[src/rtl/fbw_pkg.sv]
package fbw_pkg;
  localparam int WSW = 4;
  localparam logic [WSW-1:0] WS_RESET = '1;

  typedef enum logic [1:0] {DM_IDLE, DM_WAIT, DM_RESP} dm_state_e;
  typedef enum logic [1:0] {PF_IDLE, PF_ARM, PF_BUSY} pf_state_e;

  // Fields of zero are stretched to one cycle: the array needs a cycle.
  function automatic logic [WSW-1:0] eff_wait(input logic [WSW-1:0] f);
    return (f == '0) ? WSW'(1) : f;
  endfunction
endpackage

[src/rtl/fbw_cfg_reg.sv]
module fbw_cfg_reg
  import fbw_pkg::*;
(
  input  logic           clk,
  input  logic           rst_n,
  input  logic           we,
  input  logic [WSW-1:0] wr_prog,
  input  logic [WSW-1:0] wr_data,
  output logic [WSW-1:0] ws_prog,
  output logic [WSW-1:0] ws_data,
  output logic           chg
);
  always_ff @(posedge clk or negedge rst_n) begin
    if (!rst_n) begin
      ws_prog <= WS_RESET;
      ws_data <= WS_RESET;
    end else if (we) begin
      ws_prog <= wr_prog;
      ws_data <= wr_data;
    end
  end

  assign chg = we && ((wr_prog != ws_prog) || (wr_data != ws_data));

  // fields only move on a write strobe
  a_r1_fields_hold: assert property (@(posedge clk) disable iff (!rst_n)
    !we |=> ($stable(ws_prog) && $stable(ws_data)));
  // a change pulse lands the new values
  a_r8_write_lands: assert property (@(posedge clk) disable iff (!rst_n)
    we |=> (ws_prog == $past(wr_prog) && ws_data == $past(wr_data)));
endmodule

[src/rtl/fbw_wait_timer.sv]
module fbw_wait_timer #(
  parameter int CW = 4
) (
  input  logic          clk,
  input  logic          rst_n,
  input  logic          start,
  input  logic [CW-1:0] load,
  input  logic          abort,
  output logic          busy,
  output logic          done
);
  logic [CW-1:0] cnt;

  always_ff @(posedge clk or negedge rst_n) begin
    if (!rst_n)            cnt <= '0;
    else if (start)        cnt <= load;
    else if (abort)        cnt <= '0;
    else if (cnt != '0)    cnt <= cnt - 1'b1;
  end

  assign busy = (cnt != '0);
  assign done = (cnt == CW'(1));

  // a running count steps down by one each cycle
  a_r2_count_step: assert property (@(posedge clk) disable iff (!rst_n)
    (busy && !start && !abort) |=> (cnt == $past(cnt) - 1'b1));
  // an abort with no restart clears the count
  a_r7_abort_clears: assert property (@(posedge clk) disable iff (!rst_n)
    (abort && !start) |=> !busy);
endmodule

[src/rtl/fbw_line_store.sv]
module fbw_line_store #(
  parameter int LW = 19,
  parameter int LB = 256
) (
  input  logic          clk,
  input  logic          rst_n,
  input  logic          wr,
  input  logic [LW-1:0] wr_line,
  input  logic [LB-1:0] wr_data,
  input  logic          inval,
  input  logic [LW-1:0] q_line,
  output logic          hit,
  output logic          valid_o,
  output logic [LB-1:0] data_o
);
  logic [LW-1:0] line_q;

  always_ff @(posedge clk or negedge rst_n) begin
    if (!rst_n)      valid_o <= 1'b0;
    else if (inval)  valid_o <= 1'b0;
    else if (wr)     valid_o <= 1'b1;
  end

  always_ff @(posedge clk or negedge rst_n) begin
    if (!rst_n) begin
      line_q <= '0;
      data_o <= '0;
    end else if (wr) begin
      line_q <= wr_line;
      data_o <= wr_data;
    end
  end

  assign hit = valid_o && (line_q == q_line);

  // an invalidate always empties the store
  a_r8_inval_empties: assert property (@(posedge clk) disable iff (!rst_n)
    inval |=> !valid_o);
endmodule

[src/rtl/fbuf_ws_ctrl.sv]
module fbuf_ws_ctrl
  import fbw_pkg::*;
#(
  parameter int AW = 24,
  parameter int DW = 64,
  parameter int LB = 256
) (
  input  logic                        clk,
  input  logic                        rst_n,
  input  logic                        cfg_we,
  input  logic [3:0]                  cfg_ws_prog,
  input  logic [3:0]                  cfg_ws_data,
  input  logic                        req_valid,
  output logic                        req_ready,
  input  logic [AW-1:0]               req_addr,
  output logic                        rsp_valid,
  input  logic                        rsp_ready,
  output logic [DW-1:0]               rsp_data,
  output logic                        fl_rd_en,
  output logic [AW-$clog2(LB/8)-1:0]  fl_line,
  input  logic [LB-1:0]               fl_rdata
);
  localparam int OFF  = $clog2(LB / 8);
  localparam int BOFF = $clog2(DW / 8);
  localparam int SELW = OFF - BOFF;
  localparam int DWL  = $clog2(DW);
  localparam int LW   = AW - OFF;

  // configuration
  logic [WSW-1:0] ws_prog, ws_data;
  logic           cfg_chg;

  fbw_cfg_reg u_cfg (
    .clk(clk), .rst_n(rst_n), .we(cfg_we),
    .wr_prog(cfg_ws_prog), .wr_data(cfg_ws_data),
    .ws_prog(ws_prog), .ws_data(ws_data), .chg(cfg_chg)
  );

  // request decode
  logic [LW-1:0]   req_line;
  logic [SELW-1:0] req_sel;
  logic [WSW-1:0]  ws_req;
  assign req_line = req_addr[AW-1:OFF];
  assign req_sel  = req_addr[OFF-1:BOFF];
  assign ws_req   = eff_wait(req_addr[AW-1] ? ws_data : ws_prog);

  dm_state_e       dm_state;
  pf_state_e       pf_state;
  logic            dm_fl;
  logic [LW-1:0]   dm_line;
  logic [SELW-1:0] dm_sel;
  logic [LW-1:0]   pf_tgt;

  logic acc, rb_hit, pf_hit, acc_bhit, acc_phit, acc_miss;
  logic rb_valid, pf_valid;
  logic [LB-1:0] rb_data, pf_data;

  assign req_ready = (dm_state == DM_IDLE);
  assign rsp_valid = (dm_state == DM_RESP);
  assign acc       = req_valid && req_ready;
  assign acc_bhit  = acc && rb_hit;
  assign acc_phit  = acc && !rb_hit && pf_hit;
  assign acc_miss  = acc && !rb_hit && !pf_hit;

  // demand timer
  logic dm_tbusy, dm_tdone, dm_done;
  fbw_wait_timer #(.CW(WSW)) u_dm_tmr (
    .clk(clk), .rst_n(rst_n),
    .start(acc_miss || acc_phit),
    .load(acc_miss ? ws_req : WSW'(1)),
    .abort(1'b0),
    .busy(dm_tbusy), .done(dm_tdone)
  );
  assign dm_done = (dm_state == DM_WAIT) && dm_tdone;

  // prefetch control
  logic          pf_kill, pf_arm, pf_launch, pf_tbusy, pf_tdone, pf_fill;
  logic [LW-1:0] pf_next;
  assign pf_kill   = cfg_chg || acc_miss;
  assign pf_arm    = (dm_done && dm_fl) || acc_phit;
  assign pf_next   = (acc_phit ? req_line : dm_line) + 1'b1;
  assign pf_launch = (pf_state == PF_ARM) && !pf_kill &&
                     !((dm_state == DM_WAIT) && dm_fl);
  assign pf_fill   = (pf_state == PF_BUSY) && pf_tdone && !pf_kill;

  fbw_wait_timer #(.CW(WSW)) u_pf_tmr (
    .clk(clk), .rst_n(rst_n),
    .start(pf_launch),
    .load(eff_wait(pf_tgt[LW-1] ? ws_data : ws_prog)),
    .abort(pf_kill),
    .busy(pf_tbusy), .done(pf_tdone)
  );

  // line stores
  fbw_line_store #(.LW(LW), .LB(LB)) u_rbuf (
    .clk(clk), .rst_n(rst_n),
    .wr((dm_done && dm_fl) || acc_phit),
    .wr_line(acc_phit ? req_line : dm_line),
    .wr_data(acc_phit ? pf_data : fl_rdata),
    .inval(cfg_chg),
    .q_line(req_line),
    .hit(rb_hit), .valid_o(rb_valid), .data_o(rb_data)
  );

  fbw_line_store #(.LW(LW), .LB(LB)) u_pfreg (
    .clk(clk), .rst_n(rst_n),
    .wr(pf_fill), .wr_line(pf_tgt), .wr_data(fl_rdata),
    .inval(pf_kill || acc_phit),
    .q_line(req_line),
    .hit(pf_hit), .valid_o(pf_valid), .data_o(pf_data)
  );

  // array port: demand misses win over prefetch launches
  assign fl_rd_en = acc_miss || pf_launch;
  assign fl_line  = acc_miss ? req_line : pf_tgt;

  // double-word select
  logic [SELW-1:0]      sel_mux;
  logic [SELW+DWL-1:0]  word_idx;
  logic [DW-1:0]        rb_word, fl_word;
  assign sel_mux  = (dm_state == DM_IDLE) ? req_sel : dm_sel;
  assign word_idx = {sel_mux, {DWL{1'b0}}};
  assign rb_word  = rb_data[word_idx +: DW];
  assign fl_word  = fl_rdata[word_idx +: DW];

  // demand sequencer
  always_ff @(posedge clk or negedge rst_n) begin
    if (!rst_n) begin
      dm_state <= DM_IDLE;
      dm_fl    <= 1'b0;
      dm_line  <= '0;
      dm_sel   <= '0;
      rsp_data <= '0;
    end else begin
      unique case (dm_state)
        DM_IDLE: begin
          if (acc) begin
            dm_line <= req_line;
            dm_sel  <= req_sel;
            dm_fl   <= acc_miss;
          end
          if (acc_bhit) begin
            rsp_data <= rb_word;
            dm_state <= DM_RESP;
          end else if (acc) begin
            dm_state <= DM_WAIT;
          end
        end
        DM_WAIT: if (dm_done) begin
          rsp_data <= dm_fl ? fl_word : rb_word;
          dm_state <= DM_RESP;
        end
        DM_RESP: if (rsp_ready) dm_state <= DM_IDLE;
        default: dm_state <= DM_IDLE;
      endcase
    end
  end

  // prefetch sequencer
  always_ff @(posedge clk or negedge rst_n) begin
    if (!rst_n) begin
      pf_state <= PF_IDLE;
      pf_tgt   <= '0;
    end else if (pf_kill) begin
      pf_state <= PF_IDLE;
    end else if (pf_arm) begin
      pf_state <= PF_ARM;
      pf_tgt   <= pf_next;
    end else begin
      unique case (pf_state)
        PF_ARM:  if (pf_launch) pf_state <= PF_BUSY;
        PF_BUSY: if (pf_tdone)  pf_state <= PF_IDLE;
        default: pf_state <= PF_IDLE;
      endcase
    end
  end

  // requests are double-word aligned
  a_r4_aligned: assert property (@(posedge clk) disable iff (!rst_n)
    req_valid |-> (req_addr[BOFF-1:0] == '0));
  // buffer hits answer in the next cycle
  a_r4_hit_zero_wait: assert property (@(posedge clk) disable iff (!rst_n)
    acc_bhit |=> rsp_valid);
  // prefetch hits answer one cycle later than a buffer hit
  a_r6_pf_one_wait: assert property (@(posedge clk) disable iff (!rst_n)
    acc_phit |=> (!rsp_valid && dm_tbusy));
  a_r6_pf_lands: assert property (@(posedge clk) disable iff (!rst_n)
    $past(acc_phit, 2) |-> (rsp_valid && rb_valid));
  // a demand miss leaves no prefetch behind
  a_r7_miss_aborts: assert property (@(posedge clk) disable iff (!rst_n)
    acc_miss |=> (!pf_valid && !pf_tbusy && pf_state == PF_IDLE));
  // a field change empties both stores
  a_r8_flush: assert property (@(posedge clk) disable iff (!rst_n)
    cfg_chg |=> (!rb_valid && !pf_valid));
  // a held response keeps valid and data
  a_r10_rsp_hold: assert property (@(posedge clk) disable iff (!rst_n)
    (rsp_valid && !rsp_ready) |=> (rsp_valid && $stable(rsp_data) && !req_ready));
endmodule

[config.mk]
export PLATFORM = sky130hd
export DESIGN_NAME = fbuf_ws_ctrl
export DESIGN_NICKNAME = d
export VERILOG_FILES = /design/src/rtl/fbw_pkg.sv /design/src/rtl/fbw_cfg_reg.sv /design/src/rtl/fbw_wait_timer.sv /design/src/rtl/fbw_line_store.sv /design/src/rtl/fbuf_ws_ctrl.sv
export SDC_FILE = /design/constraint.sdc
export NUM_CORES = 1
export LEC_CHECK = 0
export CORE_MARGIN = 1.5
export CORE_UTILIZATION = 41
export CTS_CLUSTER_SIZE = 25
export DETAILED_ROUTE_END_ITERATION = 10
export SLEW_MARGIN = 20
export SYNTH_ARGS = -nofsm -noshare
export SYNTH_HDL_FRONTEND = slang
export SYNTH_SLANG_ARGS = --single-unit
[constraint.sdc]
create_clock -name clk -period 3.23 [get_ports clk]
set_input_delay 0.323 -clock clk [delete_from_list [all_inputs] [get_ports clk]]
set_output_delay 0.323 -clock clk [all_outputs]
set_load 0.05 [all_outputs]
==> load_flow_metrics.sql, run 1 <==
INSERT INTO impl_metrics (metric_group, metric, value, unit) VALUES
('power_and_ir_drop', 'power_density', '868', 'nW/um^2'),
('status', 'status', 'complete, no violations', ''),
('global_route', 'grt_pass1_vias', '24700', ''),
('drt', 'drc', '0', ''),
('synthesis', 'synth.net_count', '3037', ''),
('synthesis', 'synthCells', '2737', ''),
('synthesis', 'edff_count_synth', '0', ''),
('cts', 'worst_setup_hold_path_clk_slew', '0.06', 'ns'),
('hold_path', 'hold_path.class', 'in -> reg', ''),
('die', 'die-width', '283', 'um'),
('synthesis', 'postSynthRegisterBits', '677', ''),
('die', 'start_util', '41.5', '%'),
('die', 'vertical_extent_of_the_die', '283', 'um'),
('synthesis', 'synthesized_area_fraction_occupied_by_ao_oa_aoi_and_oai_cells', '8.60', '%'),
('timing', 'postLayoutSetupSlackWorst', '0.0354', 'ns'),
('synthesis', 'yosys-top-cells-area', 'sky130_fd_sc_hd__dfrtp_1, sky130_fd_sc_hd__mux4_2, sky130_fd_sc_hd__mux2_2, sky130_fd_sc_hd__nand2_1, sky130_fd_sc_hd__a22oi_1', ''),
('cts', 'ctsLongestPathBuffers', '3', ''),
('place', 'place_ws', '-0.350', 'ns'),
('die', 'floorplan.die_area', '80300', 'sq um'),
('synthesis', 'synth_top_area_cell', 'sky130_fd_sc_hd__dfrtp_1', ''),
('timing', 'max-slew-margin-rel', '48.8', '%'),
('die', 'num_io_pins', '379', ''),
('cts', 'clk-insertion-delay-late', '0.62', 'ns'),
('worst_setup_path', 'critical_path_class', 'reg -> out', ''),
('place', 'place_congestion', '0.885', ''),
('synthesis', 'netlist_area', '32200', 'sq um'),
('cts', 'cts_sinks', '677', ''),
('cts', 'tritoncts', 'done', ''),
('drt', 'wirelength', '90100', 'um'),
('power_and_ir_drop', 'ir_drop', '588', 'uV'),
('timing', 'finalHoldWorstSlack', '0.317', 'ns'),
('timing', 'slew_violations', '0', ''),
('synthesis', 'synth_ff_type', 'sky130_fd_sc_hd__dfrtp_1', ''),
('cts', 'h_tree_depth_reported_by_cts', '3', ''),
('synthesis', 'yosys.cell_types.count', '49', ''),
('place', 'portBuffers', '375', ''),
('power_and_ir_drop', 'power.static_leakage', '18.8', 'nW'),
('worst_setup_path', 'kind_of_end_point_of_the_critical_path', 'primary output', ''),
('synthesis', 'main_combinational_cell_family_by_area_after_synthesis', 'multiplexers', ''),
('timing', 'clock_skew', '0.0238', 'ns'),
('worst_setup_path', 'worstPathArrival', '2.87', 'ns'),
('synthesis', 'synth.top_cell.area_share', '51.9', '%'),
('synthesis', 'share_of_the_yosys_chip_area_belonging_to_registers', '52.6', '%'),
('cells_and_area', 'final_cells', '4272', ''),
('timing', 'tns', '0', 'ns'),
('synthesis', 'synth_fa_ha_area_share', '0.272', '%'),
('timing', 'setup_violations', '0', ''),
('drt', 'dr.first_iter.drc_count', '1573', ''),
('drt', 'drt-pass1-iter-count', '7', ''),
('synthesis', 'syn_avg_cell_area', '11.8', 'sq um'),
('timing', 'clock.fmax', '313', 'MHz'),
('timing', 'hold_viol_final', '0', ''),
('cts', 'cts-root-buf', 'sky130_fd_sc_hd__clkbuf_16', ''),
('place', 'dpl.hpwl', '60600', 'um'),
('drt', 'avgRoutedWirePerCell', '21.1', 'um'),
('timing', 'tightest_slew', '0.767', 'ns'),
('timing', 'final_period_minus_worst_setup_slack', '3.19', 'ns'),
('run', 'max-cap-violations', '0', ''),
('timing', 'timing.final.crit_share', '98.9', '%'),
('die', 'fp.coreArea', '77600', 'sq um'),
('synthesis', 'yosysWarningCount', '0', ''),
('worst_setup_path', 'startpoint_type', 'flip-flop', ''),
('global_route', 'grt_max_degree', '107', ''),
('drt', 'route.antenna.remaining_nets', '0', ''),
('global_route', 'number_of_antenna_violations_at_the_first_check_in_global_routing', '19', ''),
('global_route', 'global_route.overflow_total', '0', ''),
('cts', 'tritoncts.num_buffers', '77', ''),
('synthesis', 'synth_async_sr_flop_share', '100', '%'),
('worst_setup_path', 'path_max_fanout', '5', ''),
('cells_and_area', 'nets', '3457', ''),
('drt', 'via_per_instance_ratio', '5.49', '');
layer usage:
layer  vias up  part of all wire, %  GRT usage [%]
li1      10600                    -              -
met1     12000                   43           30.1
met3       149                  4.9           3.72
met5         -                0.069              0
met2       644                   49           36.6
met4        10                  2.8           8.42
cell type report:
class / instances / area [sq um]
sequential: 677 / 17000
tap: 1040 / 1300
multi-input combinational: 1846 / 14300
timing repair buffer: 546 / 5860
inverter: 9 / 33.8
antenna: 14 / 35.0
fill: 6742 / 36400
clock buffer: 113 / 2250
clock inverter: 27 / 408
synth_stat cells, types with 3 or more instances:
master	instances
sky130_fd_sc_hd__nand2_1	637
sky130_fd_sc_hd__a21oi_1	84
sky130_fd_sc_hd__and3_1	5
sky130_fd_sc_hd__inv_1	9
sky130_fd_sc_hd__dfrtp_1	669
sky130_fd_sc_hd__or2_2	3
sky130_fd_sc_hd__buf_6	27
sky130_fd_sc_hd__nand4_1	17
sky130_fd_sc_hd__nor4_1	10
sky130_fd_sc_hd__nand3_1	22
sky130_fd_sc_hd__a21o_1	4
sky130_fd_sc_hd__nor2b_1	4
sky130_fd_sc_hd__mux2i_1	92
sky130_fd_sc_hd__clkbuf_1	71
sky130_fd_sc_hd__xor2_1	31
sky130_fd_sc_hd__buf_1	9
sky130_fd_sc_hd__nor3_1	13
sky130_fd_sc_hd__mux2_1	81
sky130_fd_sc_hd__buf_4	25
sky130_fd_sc_hd__a31oi_1	6
sky130_fd_sc_hd__nor2_1	99
sky130_fd_sc_hd__mux2_2	224
sky130_fd_sc_hd__mux4_2	128
sky130_fd_sc_hd__xnor2_1	46
sky130_fd_sc_hd__nor3b_1	3
sky130_fd_sc_hd__buf_2	73
sky130_fd_sc_hd__a211oi_1	5
sky130_fd_sc_hd__o21ai_0	45
sky130_fd_sc_hd__ha_1	7
sky130_fd_sc_hd__dfstp_2	8
sky130_fd_sc_hd__a22oi_1	256
metrics by stage:
stage | total power [mW] | instance area (sq um)
global route | 37.8 | 41200
detailed placement | 26.4 | 38000
global placement | 26.1 | 38000
CTS | 35.9 | 40800
finish | 35.7 | 41200
floorplan | 21.7 | 32200
sequential cells by signal, indices dropped and copies added, names as in the netlist:
| name | cells |
|---|---|
| dm_state | 2 |
| u_pfreg.line_q | 19 |
| u_rbuf.line_q | 19 |
| u_dm_tmr.cnt | 4 |
| pf_state | 2 |
| dm_line | 19 |
| dm_fl | 1 |
| u_pfreg.valid_o | 1 |
| pf_tgt | 19 |
| u_rbuf.data_o | 256 |
| rsp_data | 64 |
| u_pfreg.data_o | 256 |
| u_rbuf.valid_o | 1 |
| u_pf_tmr.cnt | 4 |
| u_cfg.ws_data | 4 |
| u_cfg.ws_prog | 4 |
| dm_sel | 2 |
worst max-delay path, stage by stage, from the launching register on:
cell and delay [ns]:
sky130_fd_sc_hd__dfrtp_1 0.43, sky130_fd_sc_hd__xnor2_1 0.17, sky130_fd_sc_hd__buf_4 0.14, sky130_fd_sc_hd__nand4_1 0.11, sky130_fd_sc_hd__nor3_2 0.23, sky130_fd_sc_hd__a21o_1 0.19, sky130_fd_sc_hd__buf_6 0.12, sky130_fd_sc_hd__nand2b_4 0.21
sky130_fd_sc_hd__clkbuf_16 0.19, sky130_fd_sc_hd__mux2_4 0.31, sky130_fd_sc_hd__buf_6 0.16
cell families (layout without fill, tap and decap cells):
kind of cell	Yosys count	count (layout)
simple gates	828	828
flops	677	677
mux	525	525
compound gates	409	409
buf+inv	214	695
xor+xnor	77	77
fa+ha+maj	7	7
other cells	0	14
cell usage in the layout (no fill, tap or decap), types with 4 or more instances in the layout:
cell                              count
sky130_fd_sc_hd__a211oi_1             5
sky130_fd_sc_hd__a21o_1               4
sky130_fd_sc_hd__a21oi_1             83
sky130_fd_sc_hd__a22oi_1            256
sky130_fd_sc_hd__a31oi_1              6
sky130_fd_sc_hd__and3_1               5
sky130_fd_sc_hd__buf_12              53
sky130_fd_sc_hd__buf_4              112
sky130_fd_sc_hd__buf_6                4
sky130_fd_sc_hd__buf_8               19
sky130_fd_sc_hd__bufinv_16            8
sky130_fd_sc_hd__clkbuf_1            18
sky130_fd_sc_hd__clkbuf_16           80
sky130_fd_sc_hd__clkbuf_8            17
sky130_fd_sc_hd__clkdlybuf4s50_1    354
sky130_fd_sc_hd__clkinv_2            12
sky130_fd_sc_hd__dfrtp_1            668
sky130_fd_sc_hd__dfstp_2              8
sky130_fd_sc_hd__diode_2             14
sky130_fd_sc_hd__ha_1                 6
sky130_fd_sc_hd__inv_1                9
sky130_fd_sc_hd__mux2_1              81
sky130_fd_sc_hd__mux2_2             205
sky130_fd_sc_hd__mux2_4              19
sky130_fd_sc_hd__mux2i_1             90
sky130_fd_sc_hd__mux4_2             128
sky130_fd_sc_hd__nand2_1            634
sky130_fd_sc_hd__nand3_1             21
sky130_fd_sc_hd__nand4_1             17
sky130_fd_sc_hd__nor2_1              97
sky130_fd_sc_hd__nor2_4               5
sky130_fd_sc_hd__nor3_1              12
sky130_fd_sc_hd__nor4_1               9
sky130_fd_sc_hd__o21ai_0             42
sky130_fd_sc_hd__xnor2_1             43
sky130_fd_sc_hd__xor2_1              30
repair_timing:
action	CTS	global route
gates cloned	1	2
endpoints found under the hold margin	60	0
hold buffers	1	0
setup endpoints to repair	20	24
buffers inserted	2	10
gates resized for setup	32	53
pin swaps	3	11
where the power goes:
part	total, mW	switching [mW]	internal [mW]
Sequential	12.9	1.73	11.1
Combinational	13.8	7.32	6.46
Clock	9.10	3.59	5.51
final timing paths:
path	start	end	slack, ns	depth (start not counted)
hold reg to reg	u_rbuf.data_o[17]	u_rbuf.data_o[17]	0.47	2
max in group asynchronous	rst_n	u_pfreg.data_o[227]	1.83	3
hold / removal	rsp_ready	dm_state[1]	0.32	3
setup / recovery	u_rbuf.line_q[11]	fl_line[1]	0.04	10
setup reg to reg	u_pfreg.line_q[15]	pf_tgt[14]	0.21	17
min in group asynchronous	rst_n	u_pfreg.data_o[61]	0.34	2
Note: power is estimated with default switching activity, not from simulation.
==> run 2, diff against run 1 <==
--- a/config.mk
+++ b/config.mk
@@ -6,7 +6,8 @@
 export NUM_CORES = 1
 export LEC_CHECK = 0
 export CORE_MARGIN = 1.5
-export CORE_UTILIZATION = 41
+export CORE_UTILIZATION = 25
+export CTS_CLUSTER_DIAMETER = 40
 export CTS_CLUSTER_SIZE = 25
 export DETAILED_ROUTE_END_ITERATION = 10
 export SLEW_MARGIN = 20
==> load_flow_metrics.sql, run 2 (synthesis gave the netlist of run 1 again) <==
INSERT INTO impl_metrics (metric_group, metric, value, unit) VALUES
('status', 'status', 'finished, violations left', ''),
('status', 'failed_checks', 'negative setup slack', ''),
('global_route', 'grt_pass1_vias', '24600', ''),
('worst_setup_path', 'critical_path_class', 'reg -> out', ''),
('drt', 'via_per_instance_ratio', '4.75', ''),
('power_and_ir_drop', 'cell_internal_pwr', '25.7', 'mW'),
('cells_and_area', 'leading_registers_by_flop_count', 'u_pfreg.data_o x256, u_rbuf.data_o x256, rsp_data x64', ''),
('timing', 'unrepaired_setup_endpoints_after_global_routing', 'true', ''),
('cells_and_area', 'layout.cells.most_common_list', 'sky130_fd_sc_hd__dfrtp_1, sky130_fd_sc_hd__nand2_1, sky130_fd_sc_hd__clkdlybuf4s50_1', ''),
('power_and_ir_drop', 'ir_drop', '600', 'uV'),
('hold_path', 'hold_path.class', 'in -> reg', ''),
('cells_and_area', 'seqCellArea', '17000', 'sq um'),
('cts', 'clk-insertion-delay-late', '0.74', 'ns'),
('cells_and_area', 'number_of_inserted_filler_cells_in_the_final_layout', '12500', ''),
('cells_and_area', 'footprint_of_the_multi_input_gates', '14300', 'sq um'),
('drt', 'dr.first_iter.drc_count', '1680', ''),
('place', 'place_congestion', '0.848', ''),
('timing', 'slew_violations', '0', ''),
('run', 'max-cap-violations', '0', ''),
('drt', 'route.antenna.remaining_nets', '0', ''),
('drt', 'drt-pass1-iter-count', '8', ''),
('timing', 'timing.final.crit_share', '103', '%'),
('place', 'portBuffers', '375', ''),
('power_and_ir_drop', 'power_frac_seq', '32.5', '%'),
('cells_and_area', 'post_route_cells_drive_above_1_share', '24.6', '%'),
('power_and_ir_drop', 'power_density', '912', 'nW/um^2'),
('cts', 'h_tree_depth_reported_by_cts', '3', ''),
('drt', 'avgRoutedWirePerCell', '19.6', 'um'),
('global_route', 'groute.layer.met3.usage', '3.49', '%'),
('drt', 'vias', '23700', ''),
('timing', 'clock_skew', '0.0440', 'ns'),
('worst_setup_path', 'worstPathArrival', '3.01', 'ns'),
('drt', 'wirelength', '97500', 'um'),
('worst_setup_path', 'register_to_register_setup_slack', '0.10', 'ns'),
('timing', 'finalHoldWorstSlack', '0.206', 'ns'),
('power_and_ir_drop', 'netSwitchingPower', '14.0', 'mW'),
('timing', 'postLayoutSetupSlackWorst', '-0.0992', 'ns'),
('power_and_ir_drop', 'power.static_leakage', '19.5', 'nW'),
('die', 'die-width', '362', 'um'),
('cells_and_area', 'final_core_util', '34.1', '%'),
('worst_setup_path', 'cp_common_cell', 'sky130_fd_sc_hd__buf_12', ''),
('worst_setup_path', 'slowest_stage', 'sky130_fd_sc_hd__dfrtp_1', ''),
('global_route', 'gr-usage-all-layers', '14.8', '%'),
('cts', 'cts_sinks', '677', ''),
('timing', 'setup_violations', '17', ''),
('worst_setup_path', 'max_stage_delay', '0.39', 'ns'),
('worst_setup_path', 'startpoint_type', 'flip-flop', ''),
('die', 'fp.coreArea', '128000', 'sq um'),
('timing', 'max-slew-margin-rel', '46.2', '%'),
('power_and_ir_drop', 'power_frac_comb', '35.0', '%'),
('worst_setup_path', 'kind_of_end_point_of_the_critical_path', 'primary output', ''),
('timing', 'hold_viol_final', '0', ''),
('place', 'dpl.hpwl', '66100', 'um'),
('worst_setup_path', 'critical_path.cell_chain', 'xor2_1 -> nor4_1 -> nand3_1 -> or2_4 -> buf_6 -> nand2b_4 -> buf_12 -> buf_12 -> mux2_4 -> buf_8', ''),
('timing', 'tightest_slew', '0.806', 'ns'),
('cells_and_area', 'nets', '3516', ''),
('timing', 'clock.fmax', '300', 'MHz'),
('cts', 'ctsLongestPathBuffers', '3', ''),
('cells_and_area', 'area_delta_synth_final', '35.0', '%'),
('cts', 'tritoncts', 'done', ''),
('die', 'vertical_extent_of_the_die', '362', 'um'),
('drt', 'drc', '0', ''),
('cts', 'tritoncts.num_buffers', '116', ''),
('global_route', 'grt_first_pass_wirelength', '151000', 'um'),
('global_route', 'grt_max_degree', '87', ''),
('global_route', 'global_route.overflow_total', '0', ''),
('global_route', 'gr-usage-met1', '19.3', '%'),
('power_and_ir_drop', 'clock_power_share', '32.5', '%'),
('global_route', 'busiest_grt_layer', 'met2', ''),
('power_and_ir_drop', 'power.share.switching', '35.2', '%'),
('cts', 'worst_setup_hold_path_clk_slew', '0.05', 'ns'),
('die', 'num_io_pins', '379', ''),
('cells_and_area', 'layout.cells.most_common', 'sky130_fd_sc_hd__dfrtp_1', ''),
('worst_setup_path', 'critical_path_required', '2.91', 'ns'),
('die', 'start_util', '25.2', '%'),
('global_route', 'global_route.usage.met2', '24.1', '%'),
('worst_setup_path', 'path_max_fanout', '5', ''),
('timing', 'final_period_minus_worst_setup_slack', '3.33', 'ns'),
('cts', 'cts-root-buf', 'sky130_fd_sc_hd__clkbuf_16', ''),
('die', 'floorplan.die_area', '131000', 'sq um'),
('global_route', 'number_of_antenna_violations_at_the_first_check_in_global_routing', '13', ''),
('die', 'num_rows', '131', '');
## run 2: cell count changes in the layout (fill, tap and decap cells not counted), sizes merged
cell      delta
buf         +22
clkbuf      +22
clkinvlp    +20
clkinv      +14
inv         +14
diode        -9
bufinv       +6
## run 2: worst max-delay path: cells and delay by family (launching register included)
kind	cells	cell delay [ns]
xor gates and xnor gates	1	0.19
muxes	1	0.32
and+or+nand+nor	4	0.88
DFF	1	0.39
buffers and inverters	4	0.52
## run 2: cell type report
cell class                 instances  share of cell area, %
antenna                            5                 0.0288
tap                             1662                   4.78
clock inverter                    81                   2.42
multi-input combinational       1846                   33.0
inverter                           9                 0.0777
clock buffer                     137                   7.13
timing repair buffer             566                   13.6
sequential                       677                   39.0
## run 2: power groups by stage
stage / sequential [mW] / clock (mW) / combinational, mW
2_1_floorplan: 13.8 / 0 / 7.91
3_3_place_gp: 12.9 / 0 / 13.5
3_5_place_dp: 13.0 / 0 / 13.6
4_1_cts: 12.9 / 13.2 / 14.1
5_1_grt: 13.2 / 13.6 / 15.1
6_report: 12.9 / 12.9 / 13.9
## run 2: path summary, 6_finish.rpt
path / from / endpoint / cells after the start
worst max register to register: u_pfreg.line_q[14] / pf_tgt[12] / 17
worst max-delay path: u_pfreg.line_q[14] / fl_line[17] / 10
max in group asynchronous: rst_n / u_pfreg.data_o[163] / 4
worst min register to register: u_rbuf.data_o[134] / u_rbuf.data_o[134] / 2
worst min-delay path: rsp_ready / dm_state[1] / 3
min in group asynchronous: rst_n / u_pfreg.data_o[73] / 2
## run 2: timing repair
action	4_1_cts	5_1_grt
setup buffers	11	4
hold endpoints to repair	65	0
setup endpoints to repair	20	26
gates resized for setup	71	19
pin swaps	7	7
gates cloned	2	0
hold buffers	1	0
## run 2: stage by stage
| step | worst slack, ns | total power, mW | setup TNS [ns] | instance area [sq um] | cells |
|---|---|---|---|---|---|
| 2_1_floorplan | 0.0666 | 21.7 | 0 | 32200 | 2737 |
| 3_3_place_gp | -0.302 | 26.4 | -6.30 | 38900 | 4748 |
| 3_5_place_dp | -0.327 | 26.6 | -17.45 | 38900 | 4748 |
| 4_1_cts | -0.192 | 40.1 | -3.38 | 43500 | 4980 |
| 5_1_grt | -0.188 | 41.8 | -3.02 | 43500 | 4982 |
| 6_report | -0.0992 | 39.7 | -1.19 | 43500 | 4983 |
## run 2: routing by layer
metal  wire, um  part of all wire (%)
met1      42500                    44
met2      47400                    49
met3       5230                   5.4
met4       2330                   2.4
met5         98                  0.10
